[src/rtl/oob_tx_pkg.sv]
package oob_tx_pkg;
  typedef enum logic [1:0] {PAT_NONE, PAT_INIT, PAT_WAKE, PAT_SAS} oob_pat_e;
  typedef enum logic [1:0] {ST_IDLE, ST_BURST, ST_GAP} oob_st_e;
endpackage

[src/rtl/oob_req_arb.sv]
module oob_req_arb
  import oob_tx_pkg::*;
(
  input  logic     req_init_i,
  input  logic     req_wake_i,
  input  logic     req_sas_i,
  input  logic     ready_i,
  output logic     start_o,
  output oob_pat_e pat_o
);
  always_comb begin
    if (req_init_i)      pat_o = PAT_INIT;
    else if (req_wake_i) pat_o = PAT_WAKE;
    else if (req_sas_i)  pat_o = PAT_SAS;
    else                 pat_o = PAT_NONE;
  end

  assign start_o = ready_i && (pat_o != PAT_NONE);
endmodule

[src/rtl/oob_burst_seq.sv]
module oob_burst_seq
  import oob_tx_pkg::*;
#(
  parameter int BURSTS    = 6,
  parameter int BURST_LEN = 16,
  parameter int GAP_INIT  = 48,
  parameter int GAP_WAKE  = 16,
  parameter int GAP_SAS   = 144
) (
  input  logic     clk_i,
  input  logic     rst_ni,
  input  logic     start_i,
  input  oob_pat_e pat_i,
  output logic     ready_o,
  output logic     burst_o,
  output logic     done_o
);
  localparam int MAX_GAP = (GAP_SAS > GAP_INIT) ?
                           ((GAP_SAS > GAP_WAKE) ? GAP_SAS : GAP_WAKE) :
                           ((GAP_INIT > GAP_WAKE) ? GAP_INIT : GAP_WAKE);
  localparam int MAX_LEN = (MAX_GAP > BURST_LEN) ? MAX_GAP : BURST_LEN;
  localparam int CNT_W   = $clog2(MAX_LEN + 1);
  localparam int IDX_W   = $clog2(BURSTS + 1);

  oob_st_e            state_q;
  logic [CNT_W-1:0]   cnt_q;
  logic [CNT_W-1:0]   gap_q;
  logic [IDX_W-1:0]   idx_q;
  logic               done_q;

  function automatic logic [CNT_W-1:0] gap_of(oob_pat_e p);
    case (p)
      PAT_WAKE: gap_of = CNT_W'(GAP_WAKE);
      PAT_SAS:  gap_of = CNT_W'(GAP_SAS);
      default:  gap_of = CNT_W'(GAP_INIT);
    endcase
  endfunction

  wire burst_end = (cnt_q == CNT_W'(BURST_LEN - 1));
  wire gap_end   = (cnt_q == gap_q - CNT_W'(1));
  wire last_one  = (idx_q == IDX_W'(BURSTS - 1));

  always_ff @(posedge clk_i or negedge rst_ni) begin
    if (!rst_ni) begin
      state_q <= ST_IDLE;
      cnt_q   <= '0;
      gap_q   <= '0;
      idx_q   <= '0;
      done_q  <= 1'b0;
    end else begin
      done_q <= 1'b0;
      case (state_q)
        ST_IDLE: if (start_i) begin
          state_q <= ST_BURST;
          cnt_q   <= '0;
          idx_q   <= '0;
          gap_q   <= gap_of(pat_i);
        end
        ST_BURST: begin
          if (burst_end) begin
            state_q <= ST_GAP;
            cnt_q   <= '0;
          end else cnt_q <= cnt_q + CNT_W'(1);
        end
        ST_GAP: begin
          if (gap_end) begin
            cnt_q <= '0;
            if (last_one) begin
              state_q <= ST_IDLE;
              done_q  <= 1'b1;
            end else begin
              idx_q   <= idx_q + IDX_W'(1);
              state_q <= ST_BURST;
            end
          end else cnt_q <= cnt_q + CNT_W'(1);
        end
        default: state_q <= ST_IDLE;
      endcase
    end
  end

  // strobe cycle still blocks new requests
  assign ready_o = (state_q == ST_IDLE) && !done_q;
  assign burst_o = (state_q == ST_BURST);
  assign done_o  = done_q;

  a_r2_burst_len: assert property (@(posedge clk_i) disable iff (!rst_ni)
    (state_q == ST_BURST) |-> (cnt_q < CNT_W'(BURST_LEN)));
  a_r6_pattern_held: assert property (@(posedge clk_i) disable iff (!rst_ni)
    (state_q != ST_IDLE) |=> $stable(gap_q));
  a_r5_done_after_last: assert property (@(posedge clk_i) disable iff (!rst_ni)
    done_q |-> $past(state_q == ST_GAP && last_one));
  a_r5_done_single: assert property (@(posedge clk_i) disable iff (!rst_ni)
    done_q |=> !done_q);
endmodule

[src/rtl/oob_line_drv.sv]
module oob_line_drv #(
  parameter int              DATA_W     = 20,
  parameter logic [DATA_W-1:0] BURST_WORD = '0
) (
  input  logic              burst_i,
  input  logic              force_idle_i,
  output logic [DATA_W-1:0] data_o,
  output logic              data_valid_o,
  output logic              elec_idle_o
);
  wire send = burst_i && !force_idle_i;

  assign data_o       = send ? BURST_WORD : '0;
  assign data_valid_o = send;
  assign elec_idle_o  = !send;
endmodule

[src/rtl/oob_tx_seq.sv]
module oob_tx_seq
  import oob_tx_pkg::*;
#(
  parameter int                DATA_W     = 20,
  parameter logic [DATA_W-1:0] BURST_WORD = DATA_W'(20'h55555),
  parameter int                BURSTS     = 6,
  parameter int                BURST_LEN  = 16,
  parameter int                GAP_INIT   = 48,
  parameter int                GAP_WAKE   = 16,
  parameter int                GAP_SAS    = 144
) (
  input  logic              clk_i,
  input  logic              rst_ni,
  input  logic              req_init_i,
  input  logic              req_wake_i,
  input  logic              req_sas_i,
  input  logic              force_idle_i,
  output logic [DATA_W-1:0] data_o,
  output logic              data_valid_o,
  output logic              elec_idle_o,
  output logic              done_o
);
  logic     ready, start, burst;
  oob_pat_e pat;

  oob_req_arb u_arb (
    .req_init_i (req_init_i),
    .req_wake_i (req_wake_i),
    .req_sas_i  (req_sas_i),
    .ready_i    (ready),
    .start_o    (start),
    .pat_o      (pat)
  );

  oob_burst_seq #(
    .BURSTS    (BURSTS),
    .BURST_LEN (BURST_LEN),
    .GAP_INIT  (GAP_INIT),
    .GAP_WAKE  (GAP_WAKE),
    .GAP_SAS   (GAP_SAS)
  ) u_seq (
    .clk_i   (clk_i),
    .rst_ni  (rst_ni),
    .start_i (start),
    .pat_i   (pat),
    .ready_o (ready),
    .burst_o (burst),
    .done_o  (done_o)
  );

  oob_line_drv #(
    .DATA_W     (DATA_W),
    .BURST_WORD (BURST_WORD)
  ) u_drv (
    .burst_i      (burst),
    .force_idle_i (force_idle_i),
    .data_o       (data_o),
    .data_valid_o (data_valid_o),
    .elec_idle_o  (elec_idle_o)
  );

  a_r8_force_idle: assert property (@(posedge clk_i) disable iff (!rst_ni)
    force_idle_i |-> (elec_idle_o && !data_valid_o && data_o == '0));
  a_r3_valid_not_idle: assert property (@(posedge clk_i) disable iff (!rst_ni)
    data_valid_o |-> !elec_idle_o);
  a_r5_done_line_idle: assert property (@(posedge clk_i) disable iff (!rst_ni)
    done_o |-> (elec_idle_o && !data_valid_o));
endmodule

[config.mk]
export PLATFORM = sky130hd
export DESIGN_NAME = oob_tx_seq
export DESIGN_NICKNAME = d
export VERILOG_FILES = /design/src/rtl/oob_tx_pkg.sv /design/src/rtl/oob_req_arb.sv /design/src/rtl/oob_burst_seq.sv /design/src/rtl/oob_line_drv.sv /design/src/rtl/oob_tx_seq.sv
export SDC_FILE = /design/constraint.sdc
export NUM_CORES = 1
export LEC_CHECK = 0
export CAP_MARGIN = 25
export CORE_MARGIN = 5
export CORE_UTILIZATION = 45
export DETAILED_ROUTE_END_ITERATION = 10
export HOLD_SLACK_MARGIN = 0.03
export PLACE_DENSITY_LB_ADDON = 0.2
export SYNTH_ARGS = -nofsm -noshare
export SYNTH_HDL_FRONTEND = slang
export SYNTH_HIERARCHICAL = 1
export SYNTH_SLANG_ARGS = --single-unit
[constraint.sdc]
create_clock -name clk_i -period 2 [get_ports clk_i]
set_clock_uncertainty 0.05 [all_clocks]
set_input_delay 0.2 -clock clk_i [delete_from_list [all_inputs] [get_ports clk_i]]
set_output_delay 0.2 -clock clk_i [all_outputs]
set_load 0.05 [all_outputs]
# After elaboration in Yosys (flattened, before gate mapping)
# Index checks and enable logic that the tools add are counted.
# totals
reg_bits	22
in_bits	6
out_inout_bits	23
word_cells	54
# classes
addsub	3
eq_ne	11
muxes	21
reduce_logical	14
# ops
op	n
$mux W8	3
$pmux W8 S3	1
$mux W19	1
$pmux W8 S2	1
$mux W2	6
$mux W3	3
$add A8 B1 Y8 const B	1
$eq A8 B4 Y1 const B	1
$eq A8 B8 Y1	1
$sub A8 B1 Y8 const B	1
$eq A2 B2 Y1 const B	3
$ne A2 B2 Y1 const B	3
$pmux W2 S3	1
$pmux W3 S2	1
$mux W1	4
$reduce_and A2 Y1	2
$reduce_and A4 Y1	1
$reduce_bool A2 Y1	2
$add A3 B1 Y3 const B	1
$eq A3 B3 Y1 const B	1
$logic_and A1 B1 Y1	3
$logic_not A1 Y1	3
$reduce_and A3 Y1	1
$reduce_bool A3 Y1	1
other kinds (3)	3

# Longest topological paths before layout
# Gate-level depths: netlist of run 1.
# depth
depth_word	7
ltp_mapped	9
mapped_depth_nobuf	9

# Hierarchy
# Netlist of run 1, hierarchy kept.
# modules_own_cells
mod	instances	cells_each	area_per_inst_um2	seq_area_each_um2
oob_burst_seq	1	126	1121.1	425.4
oob_line_drv	1	23	166.4	0.0
oob_req_arb	1	5	28.8	0.0

# Worst setup path before layout of run 1
# No wires, ideal clock.
# synth_timing
path_kind	register -> output
start	register u_seq.state_q[1]
end	output port data_o[0]
t_arrival_ns	2.073
required_time_ns	1.750
slack_ns	-0.323
path_stages_with_launch	5
path_buffers	1
cell_sequence	dfrtp_1 inv_1 ha_1 nor2b_1 buf_4
# synth_between
elab_chain_len	3
# synth_lines
element	line_no	rtl
start, declared	oob_burst_seq.sv:25	oob_st_e state_q;
start signal, assigned	oob_burst_seq.sv:45	state_q <= ST_IDLE;
start signal, assigned	oob_burst_seq.sv:54	state_q <= ST_BURST;
start signal, assigned	oob_burst_seq.sv:61	state_q <= ST_GAP;
$eq A2 B1 Y1	oob_burst_seq.sv:84	assign burst_o = (state_q == ST_BURST);
via burst	oob_tx_seq.sv:23	logic ready, start, burst;
$logic_and A1 B1 Y1	oob_line_drv.sv:11	wire send = burst_i && !force_idle_i;
via data_valid_o	oob_tx_seq.sv:19	output logic data_valid_o,
$mux W19	oob_line_drv.sv:13	assign data_o = send ? BURST_WORD : '0;
end, declared	oob_tx_seq.sv:18	output logic [DATA_W-1:0] data_o,
# The timed path passes the listed nets, and every way through them passes these cells.

# Worst setup path after layout of run 1
# layout_timing
start	register u_seq.state_q[0]
end	output port data_o[6]
# layout_between
elab_chain_len	3
# layout_lines
element	line_no
$eq A2 B1 Y1	oob_burst_seq.sv:84
via burst	oob_tx_seq.sv:23
$logic_and A1 B1 Y1	oob_line_drv.sv:11
$mux W19	oob_line_drv.sv:13
# The timed path passes the listed nets, and every way through them passes these cells.

==> flow_metrics.env, run 1 <==
export IMPL_dieWidth_um=64.09
export IMPL_period_share_pct=96.11
export IMPL_synthMuxAreaShare_pct=3.897
export IMPL_post_route_min_period_ns=1.922
export IMPL_synthXorXnorAreaFrac_pct=1.996
export IMPL_insertedDiodeCount=0
export IMPL_grt_pass1_wl_mm=5.009
export IMPL_synth_async_reset_ratio_pct=100.0
export IMPL_maxCapViolations=0
export IMPL_drc=0
export IMPL_cts_num_sinks=17
export IMPL_die_area_um2=4107
export IMPL_timing_final_hold_violations=0
export IMPL_sequentialPowerShare_pct=17.2
export IMPL_synth_seq_cells=17
export IMPL_track_usage_pct=14.73
export IMPL_synth_area_per_cell_um2=8.547
export IMPL_clockRootBuffer="clkbuf_4"
export IMPL_die_h_um=64.09
export IMPL_syn2layout_area_growth_pct=38.69
export IMPL_power_share_clock_pct=7.4
export IMPL_clockBufferDepth=2
export IMPL_critPathLaunchType="flop"
export IMPL_status="finished clean"
export IMPL_yosysWarnings=6
export IMPL_dr_pass1_iters=4
export IMPL_hold_path_class="input pin to async pin"
export IMPL_fp_coreArea_um2=2781
export IMPL_internal_power_w=0.001401
export IMPL_p_switching_w=0.001196
export IMPL_r2r_start="u_seq/cnt_q[0]"
export IMPL_synth_compound_area_share_pct=18.16
export IMPL_worstSetupPathType="flop to output port"
export IMPL_detail_route_antenna_nets=0
export IMPL_synth_top_flop_cell="dfrtp_1"
export IMPL_num_rows=19
export IMPL_cts_tree="done"
export IMPL_drive_gt1_share_pct=32.07
export IMPL_finalNonFillerCells=215
export IMPL_cp_startpoint="u_seq/state_q[0]"
export IMPL_p_comb_share_pct=75.4
export IMPL_grt_ovfl_total=0
export IMPL_synth_adder_area_share_pct=7.605
export IMPL_yosysSeqAreaShare_pct=32.32
export IMPL_regArea_um2=425.4
export IMPL_slew_violations=0
export IMPL_final_cell_mix="buf_4 (19), dfrtp_1 (17), buf_12 (12), nand2_1 (12), o21ai_0 (11)"
export IMPL_n_fill_cell=241
export IMPL_required_ns=1.75
export IMPL_numCtsBuffers=3
export IMPL_placedCellCount=208
export IMPL_wl_per_cell_um=14.30
export IMPL_setup_viol=0
export IMPL_start_util_pct=47.32
export IMPL_critPathArrivalTime_ns=1.67
export IMPL_top_level_ports=29
export IMPL_ir_worst_vdd_v=0.001014
export IMPL_grt_max_degree=18
export IMPL_port_buffers=18
export IMPL_synth_edf_count=0
export IMPL_antenna_found_initial=0
export IMPL_crit_path_end_kind="output port"
export IMPL_synth_cells=154
export IMPL_grt_pass1_vias=1116
export IMPL_final_common_cell="buf_4"
export IMPL_worstSkewPairLatency_ns=0.29
export IMPL_p_per_area_nw_per_um2=1422
export IMPL_place_congestion=0.8476
export IMPL_cts_htree_levels=1
export IMPL_via_count=1149
export IMPL_syn_area_um2=1316
export IMPL_final_util_pct=65.63
export IMPL_path_clk_slew_ns=0.11
export IMPL_timing_fmax_mhz=520.2
export IMPL_multiInputGateArea_um2=813.3
export IMPL_synth_simple_gate_area_share_pct=21.10
export IMPL_first_iter_violations=48
export IMPL_nets=199
export IMPL_vias_per_cell=5.344
export IMPL_synth_top_family_by_area="simple AND/OR/NAND/NOR gates"
export IMPL_hpwlAfterDp_mm=2.317
export IMPL_synth_distinct_cells=39
export IMPL_p_leak_nw=0.8161
export IMPL_path_max_fanout=5
export IMPL_p_sw_share_pct=46.06
export IMPL_routed_wl_mm=3.074
-- cell usage after synthesis, types with 2 or more instances --
master	count	area share, %
xnor2_1	3	2.0
nor2_1	11	3.1
nor2b_1	3	1.4
or2_2	3	1.4
o2bb2ai_1	4	2.7
mux2i_1	4	3.0
inv_1	8	2.3
clkbuf_1	2	0.57
ha_1	8	7.6
o21ai_0	13	4.9
nand3_1	10	3.8
nor3_1	2	0.76
buf_4	20	11
nand2b_1	4	1.9
a21oi_1	3	1.1
o31ai_1	2	1.1
and3_1	2	0.95
a31oi_1	3	1.4
nand2_1	13	3.7
dfrtp_1	17	32
-- logic make-up after synthesis --
logic type               count (synthesis)
buffers and inverters                   31
XOR/XNOR                                 3
AO/OA/AOI/OAI                           34
other                                    1
multiplexers                             5
adder cells (fa/ha/maj)                  8
flip-flops                              17
AND/OR/NAND/NOR                         55
-- flip-flops by register name, summed over array words and instances, names as in the netlist --
register	flops
u_seq/idx_q	3
u_seq/cnt_q	8
u_seq/gap_q	3
u_seq/done_o	1
u_seq/state_q	2
-- stage by stage --
step	worst slack [ns]	TNS [ns]	hold slack, ns	area, um^2	total power, W
after floorplan	0.02721	0	-0.1456	1353	0.001511
after global placement	0.07697	0	0.4150	1672	0.002110
after detailed placement	0.01400	0	0.4267	1672	0.002157
after CTS	0.02871	0	0.1585	1699	0.002360
after global routing	-0.009749	-0.01818	0.1635	1826	0.002795
final	0.07774	0	0.1686	1826	0.002596
-- critical path, cell delays in order, from the launching register on --
cell and delay (ns):
dfrtp_1 0.41, buf_4 0.15, ha_1 0.21, buf_4 0.15
nor2b_4 0.14, clkbuf_16 0.17, buf_12 0.15
-- power by group through the flow --
stage | registers, W | clock network (W) | logic (W)
finish | 0.000448 | 0.000192 | 0.00196
global route | 0.000457 | 0.000228 | 0.00211
CTS | 0.000446 | 0.000206 | 0.00171
detailed placement | 0.000453 | 0 | 0.00170
global placement | 0.000449 | 0 | 0.00166
floorplan | 0.000451 | 0 | 0.00106
-- layer usage --
layer	wire [um]	GRT usage, %	share of wire [%]	vias to the layer above
met5	0	0	0	-
met4	23	3.636	0.75	0
met3	70	2.277	2.3	2
met2	1674	26.01	54	12
met1	1305	18.59	42	565
li1	-	-	-	570
-- final cells by class --
cell class | instances | area share (%)
clock buffer | 3 | 1.234
clock inverter | 1 | 0.2742
inverter | 8 | 1.645
multi-input combinational | 115 | 44.55
sequential | 17 | 23.30
tap | 31 | 2.125
timing repair buffer | 40 | 26.87
-- path summary, 6_finish.rpt --
kind | end | slack [ns] | depth (start not counted)
min in group clk_i | u_seq/cnt_q[0] | 0.45 | 1
min reg2reg | u_seq/cnt_q[0] | 0.45 | 1
max reg2reg | u_seq/state_q[0] | 0.09 | 6
max in group asynchronous | u_seq/state_q[1] | 1.54 | 2
min | u_seq/state_q[0] | 0.17 | 2
max | data_o[6] | 0.08 | 6
-- what timing repair did --
item                                    in CTS  in global routing
gates resized for setup                      0                 22
cloned                                       0                  1
pin swaps                                    1                  5
hold buffers                                 0                  0
endpoints found under the setup margin       1                 22
setup buffers                                0                  2
endpoints found under the hold margin        0                  0
(Power assumes the default switching activity.)
==> run 2, diff against run 1 <==
- CORE_UTILIZATION: 45 -> 50
- CTS_BUF_LIST: default -> sky130_fd_sc_hd__clkbuf_16
- CTS_CLUSTER_DIAMETER: default -> 60
- clock period: 2 -> 2.11 ns (I/O delays scaled with it)
==> flow_metrics.env, run 2 (synthesized netlist as in run 1, its figures left out) <==
export IMPL_start_util_pct=52.65
export IMPL_finalNonFillerCells=208
export IMPL_worstSetupPathType="flop to flop"
export IMPL_final_cell_mix="buf_4 (17), dfrtp_1 (17), o21ai_0 (13), nand2_1 (12)"
export IMPL_whs_ns=0.2366
export IMPL_timing_final_hold_violations=0
export IMPL_track_usage_pct=18.08
export IMPL_largest_register="u_seq/cnt_q"
export IMPL_crit_top_cell="nor2b_1"
export IMPL_cts_num_sinks=17
export IMPL_timing_final_ws_setup_ns=0.06183
export IMPL_nets=193
export IMPL_cts_htree_levels=1
export IMPL_setup_viol=0
export IMPL_place_congestion=0.8113
export IMPL_cp_top_family="compound AO/OA/AOI/OAI gates"
export IMPL_regArea_um2=425.4
export IMPL_largest_reg_flops=8
export IMPL_grt_pass1_vias=1114
export IMPL_met2_wirelength_mm=1.585
export IMPL_grt_pass1_wl_mm=5.057
export IMPL_port_buffers=18
export IMPL_path_buf_inv=2
export IMPL_first_iter_violations=52
export IMPL_post_route_min_period_ns=2.048
export IMPL_numCtsBuffers=3
export IMPL_antenna_found_initial=0
export IMPL_slew_headroom_pct=66.78
export IMPL_detail_route_antenna_nets=0
export IMPL_period_share_pct=97.07
export IMPL_critPathArrivalTime_ns=2.13
export IMPL_dr_pass1_iters=4
export IMPL_worstSkewPairLatency_ns=0.25
export IMPL_p_per_area_nw_per_um2=1437
export IMPL_route_met3_wl_um=141
export IMPL_n_fill_cell=178
export IMPL_p_leak_nw=0.7943
export IMPL_worst_pin_slew_ns=0.4967
export IMPL_cts_tree="done"
export IMPL_reg_largest_list="u_seq/cnt_q x8, u_seq/gap_q x3, u_seq/idx_q x3"
export IMPL_clockBufferDepth=2
export IMPL_hold_path_class="input pin to async pin"
export IMPL_syn2layout_area_growth_pct=32.60
export IMPL_routed_wl_mm=3.051
export IMPL_vias_per_cell=5.514
export IMPL_grt_ovfl_total=0
export IMPL_num_rows=18
export IMPL_wl_met1_mm=1.270
export IMPL_top_level_ports=29
export IMPL_path_max_fanout=4
export IMPL_cpMaxStageDelayCell="dfrtp_1"
export IMPL_required_ns=2.19
export IMPL_ir_worst_vdd_v=0.001038
export IMPL_timing_fmax_mhz=488.2
export IMPL_maxCapViolations=0
export IMPL_die_area_um2=3759
export IMPL_dp_slack_ns=0.04955
export IMPL_path_clk_slew_ns=0.05
export IMPL_placedCellCount=200
export IMPL_grt_max_degree=18
export IMPL_max_stage_delay_ns=0.41
export IMPL_via_count=1147
export IMPL_drive_gt1_share_pct=25.84
export IMPL_insertedDiodeCount=0
export IMPL_clockRootBuffer="clkbuf_16"
export IMPL_die_h_um=61.31
export IMPL_fp_coreArea_um2=2500
export IMPL_status="finished clean"
export IMPL_hpwlAfterDp_mm=2.252
export IMPL_multiInputGateArea_um2=765.7
export IMPL_drc=0
export IMPL_crit_path_end_kind="flop"
export IMPL_slew_violations=0
export IMPL_wl_per_cell_um=14.67
export IMPL_critPathLaunchType="flop"
export IMPL_crit_chain="inv_1 > ha_1 > nor2b_1 > o31a_1 > nor2b_1 > buf_4 > a211oi_4 > mux2_4"
export IMPL_dieWidth_um=61.31
export IMPL_topRoutingLayerUsed="met4"
==> run 2: final cells by class <==
cell class              count  area share [%]
clock buffers               3           4.301
clock inverters             1          0.2151
inverters                   8           1.720
multi-input cells         115           43.87
flip-flops and latches     17           24.37
well taps                  30           2.151
repair buffers             34           23.37
==> run 2: path summary, 6_finish.rpt <==
check                      depth (start not counted)               end  slack [ns]             start
max                                                8  u_seq/state_q[0]        0.06  u_seq/state_q[0]
min                                                2    u_seq/cnt_q[3]        0.24            rst_ni
max reg2reg                                        8  u_seq/state_q[0]        0.06  u_seq/state_q[0]
min reg2reg                                        1    u_seq/cnt_q[0]        0.46    u_seq/cnt_q[0]
max in group asynchronous                          2      u_seq/done_o        1.58            rst_ni
min in group clk_i                                 1    u_seq/cnt_q[0]        0.46    u_seq/cnt_q[0]
==> run 2: where the power goes <==
part / switching, W / total (W) / internal (W)
registers: 0.0000440 / 0.000431 / 0.000387
clock network: 0.000127 / 0.000379 / 0.000252
logic: 0.000946 / 0.00170 / 0.000753
==> run 2: per-stage QoR <==
step                       TNS [ns]  instance area [um^2]  util (%)  total power, W
after floorplan                   0                  1353         -        0.001432
after global placement            0                  1605     64.21        0.001927
after detailed placement          0                  1605     64.21        0.001978
after CTS                         0                  1684     67.37        0.002366
after global routing      -0.007213                  1745     69.82        0.002676
final                             0                  1745     69.82        0.002508
==> run 2: worst reg2reg max path, delay by kind of cell (launching register included) <==
family,cells,cell delay [ns]
AOI/OAI and AO/OA,2,0.45
adders and majority gates,1,0.18
buffers and inverters,2,0.26
DFF,1,0.41
muxes,1,0.33
and+or+nand+nor,2,0.25
==> run 2: timing repair <==
| action | in CTS | in global routing |
|---|---|---|
| buffers inserted | 0 | 4 |
| hold buffers | 0 | 0 |
| gates resized for setup | 0 | 7 |
| setup endpoints to repair | 0 | 8 |
==> run 2: routing by layer <==
metal,GRT usage (%),vias up
met5,0,-
met4,6.502,0
met3,1.887,7
met2,32.33,38
met1,22.31,545
li1,-,557
==> run 3, diff against run 2 <==
- CORE_UTILIZATION: 50 -> 45
- clock period: 2.11 -> 1.7 ns (I/O delays scaled with it)
==> flow_metrics.env, run 3 (synthesized netlist as in run 1, its figures left out) <==
export IMPL_insertedDiodeCount=0
export IMPL_setup_viol=24
export IMPL_detail_route_antenna_nets=0
export IMPL_wl_per_cell_um=16.61
export IMPL_dieWidth_um=64.09
export IMPL_reg_largest_list="u_seq/cnt_q x8, u_seq/gap_q x3, u_seq/idx_q x3"
export IMPL_grt_max_degree=18
export IMPL_period_share_pct=115.7
export IMPL_die_area_um2=4107
export IMPL_timing_final_ws_setup_ns=-0.2666
export IMPL_die_h_um=64.09
export IMPL_start_util_pct=47.32
export IMPL_place_congestion=0.8954
export IMPL_status="complete, but fails checks"
export IMPL_largest_register="u_seq/cnt_q"
export IMPL_worstSetupPathType="flop to flop"
export IMPL_timing_fmax_mhz=508.5
export IMPL_power_share_clock_pct=11.6
export IMPL_numCtsBuffers=3
export IMPL_syn2layout_area_growth_pct=69.87
export IMPL_p_comb_share_pct=75.5
export IMPL_required_ns=1.77
export IMPL_violations="negative setup slack"
export IMPL_cp_depth=7
export IMPL_cts_htree_levels=1
export IMPL_clockRootBuffer="clkbuf_16"
export IMPL_largest_reg_flops=8
export IMPL_nets=224
export IMPL_cpMaxStageDelayCell="dfrtp_1"
export IMPL_max_stage_delay_ns=0.46
export IMPL_grt_setup_unrepaired="true"
export IMPL_cts_tree="done"
export IMPL_hpwlAfterDp_mm=2.494
export IMPL_route_met3_wl_um=288
export IMPL_p_sw_share_pct=42.80
export IMPL_place_area_um2=1852
export IMPL_slew_violations=0
export IMPL_track_usage_pct=20.02
export IMPL_grt_ovfl_total=0
export IMPL_internal_power_w=0.002352
export IMPL_p_leak_nw=1.020
export IMPL_crit_chain="nor4_1 > buf_4 > a21boi_2 > buf_4 > a31oi_1 > o21ai_1 > o2bb2ai_1"
export IMPL_grt_pass1_wl_mm=6.624
export IMPL_wl_met1_mm=1.588
export IMPL_endpoint="u_seq/cnt_q[6]"
export IMPL_final_common_cell="buf_4"
export IMPL_cp_top_family="compound AO/OA/AOI/OAI gates"
export IMPL_post_route_min_period_ns=1.967
export IMPL_reg2reg_depth=7
export IMPL_antenna_found_initial=0
export IMPL_grt_pass1_vias=1423
export IMPL_sequentialPowerShare_pct=12.9
export IMPL_critPathArrivalTime_ns=2.04
export IMPL_crit_path_end_kind="flop"
export IMPL_r2r_start="u_seq/cnt_q[5]"
export IMPL_drive_gt1_share_pct=48.80
export IMPL_hold_path_class="input pin to async pin"
export IMPL_fp_coreArea_um2=2781
export IMPL_ir_worst_vdd_v=0.001446
export IMPL_crit_top_cell="buf_4"
export IMPL_maxCapViolations=0
export IMPL_top_level_ports=29
export IMPL_p_per_area_nw_per_um2=1839
export IMPL_cts_num_sinks=17
export IMPL_timing_final_hold_violations=0
export IMPL_port_buffers=18
export IMPL_whs_ns=0.1994
export IMPL_path_clk_slew_ns=0.05
export IMPL_p_switching_w=0.001760
export IMPL_path_max_fanout=5
export IMPL_final_cell_mix="buf_4 (36), dfrtp_1 (17), buf_12 (13)"
export IMPL_fin_tns_setup_ns=-2.864
export IMPL_topRoutingLayerUsed="met4"
export IMPL_n_fill_cell=161
export IMPL_drc=0
export IMPL_first_iter_violations=106
export IMPL_vias_per_cell=5.550
export IMPL_dr_pass1_iters=5
export IMPL_clockBufferDepth=2
export IMPL_path_buf_inv=2
export IMPL_cp_startpoint="u_seq/cnt_q[5]"
export IMPL_total_power_w=0.004112
export IMPL_routed_wl_mm=3.987
export IMPL_rr_endpoint="u_seq/cnt_q[6]"
export IMPL_num_rows=19
export IMPL_fin_area_um2=2236
export IMPL_dp_slack_ns=-0.2627
export IMPL_via_count=1332
export IMPL_critPathLaunchType="flop"
export IMPL_r2r_setup_slack_ns=-0.27
export IMPL_worstSkewPairLatency_ns=0.25
export IMPL_met2_wirelength_mm=2.015
run 3: power groups by stage:
stage | Combinational (W) | Clock (W) | Sequential [W]
4_1_cts | 0.00282 | 0.000468 | 0.000528
3_5_place_dp | 0.00229 | 0 | 0.000533
5_1_grt | 0.00330 | 0.000495 | 0.000541
2_1_floorplan | 0.00141 | 0 | 0.000535
3_3_place_gp | 0.00223 | 0 | 0.000528
6_report | 0.00311 | 0.000476 | 0.000531
run 3: worst register-to-register path: cells and delay by family (launching register included):
kind | cells | cell delay, ns
buf+inv | 2 | 0.36
compound gates | 4 | 0.63
simple gates | 1 | 0.34
flops | 1 | 0.46
run 3: routing by layer:
layer	global-route usage [%]	vias to the layer above
li1	-	618
met1	24.32	628
met2	35.18	72
met3	3.853	14
met4	6.494	0
met5	0	-
run 3: how the worst min path moves through the flow:
stage / slack [ns] / cells past startpoint / startpoint / endpoint
after floorplan: -0.18 / 0 / rst_ni / u_seq/cnt_q[0]
after global placement: 0.41 / 2 / u_seq/gap_q[4] / u_seq/gap_q[4]
after detailed placement: 0.44 / 2 / u_seq/gap_q[5] / u_seq/gap_q[5]
after CTS: 0.21 / 2 / rst_ni / u_seq/cnt_q[4]
after global routing: 0.25 / 2 / rst_ni / u_seq/cnt_q[0]
final: 0.20 / 2 / rst_ni / u_seq/cnt_q[0]
run 3: layout make-up:
class / count / area [um^2] / area share (%)
inverter: 8 / 30.03 / 1.343
sequential: 17 / 425.4 / 19.03
timing repair buffer: 65 / 718.2 / 32.12
clock inverter: 1 / 3.754 / 0.1679
multi-input combinational: 115 / 944.7 / 42.25
tap: 31 / 38.79 / 1.735
clock buffer: 3 / 75.07 / 3.358
run 3: through the flow:
| stage | utilization [%] | instances |
|---|---|---|
| detailed placement | 66.58 | 224 |
| global placement | 66.58 | 224 |
| CTS | 77.06 | 239 |
| floorplan | - | 163 |
| global route | 80.39 | 240 |
| finish | 80.39 | 240 |
run 3: what timing repair did:
item                                    CTS  global route
hold endpoints to repair                  0             0
gates resized for setup                  28            22
cloned                                    1             0
hold buffers                              0             0
endpoints found under the setup margin   24            28
buffers inserted                         28             3
pin swaps                                15            14
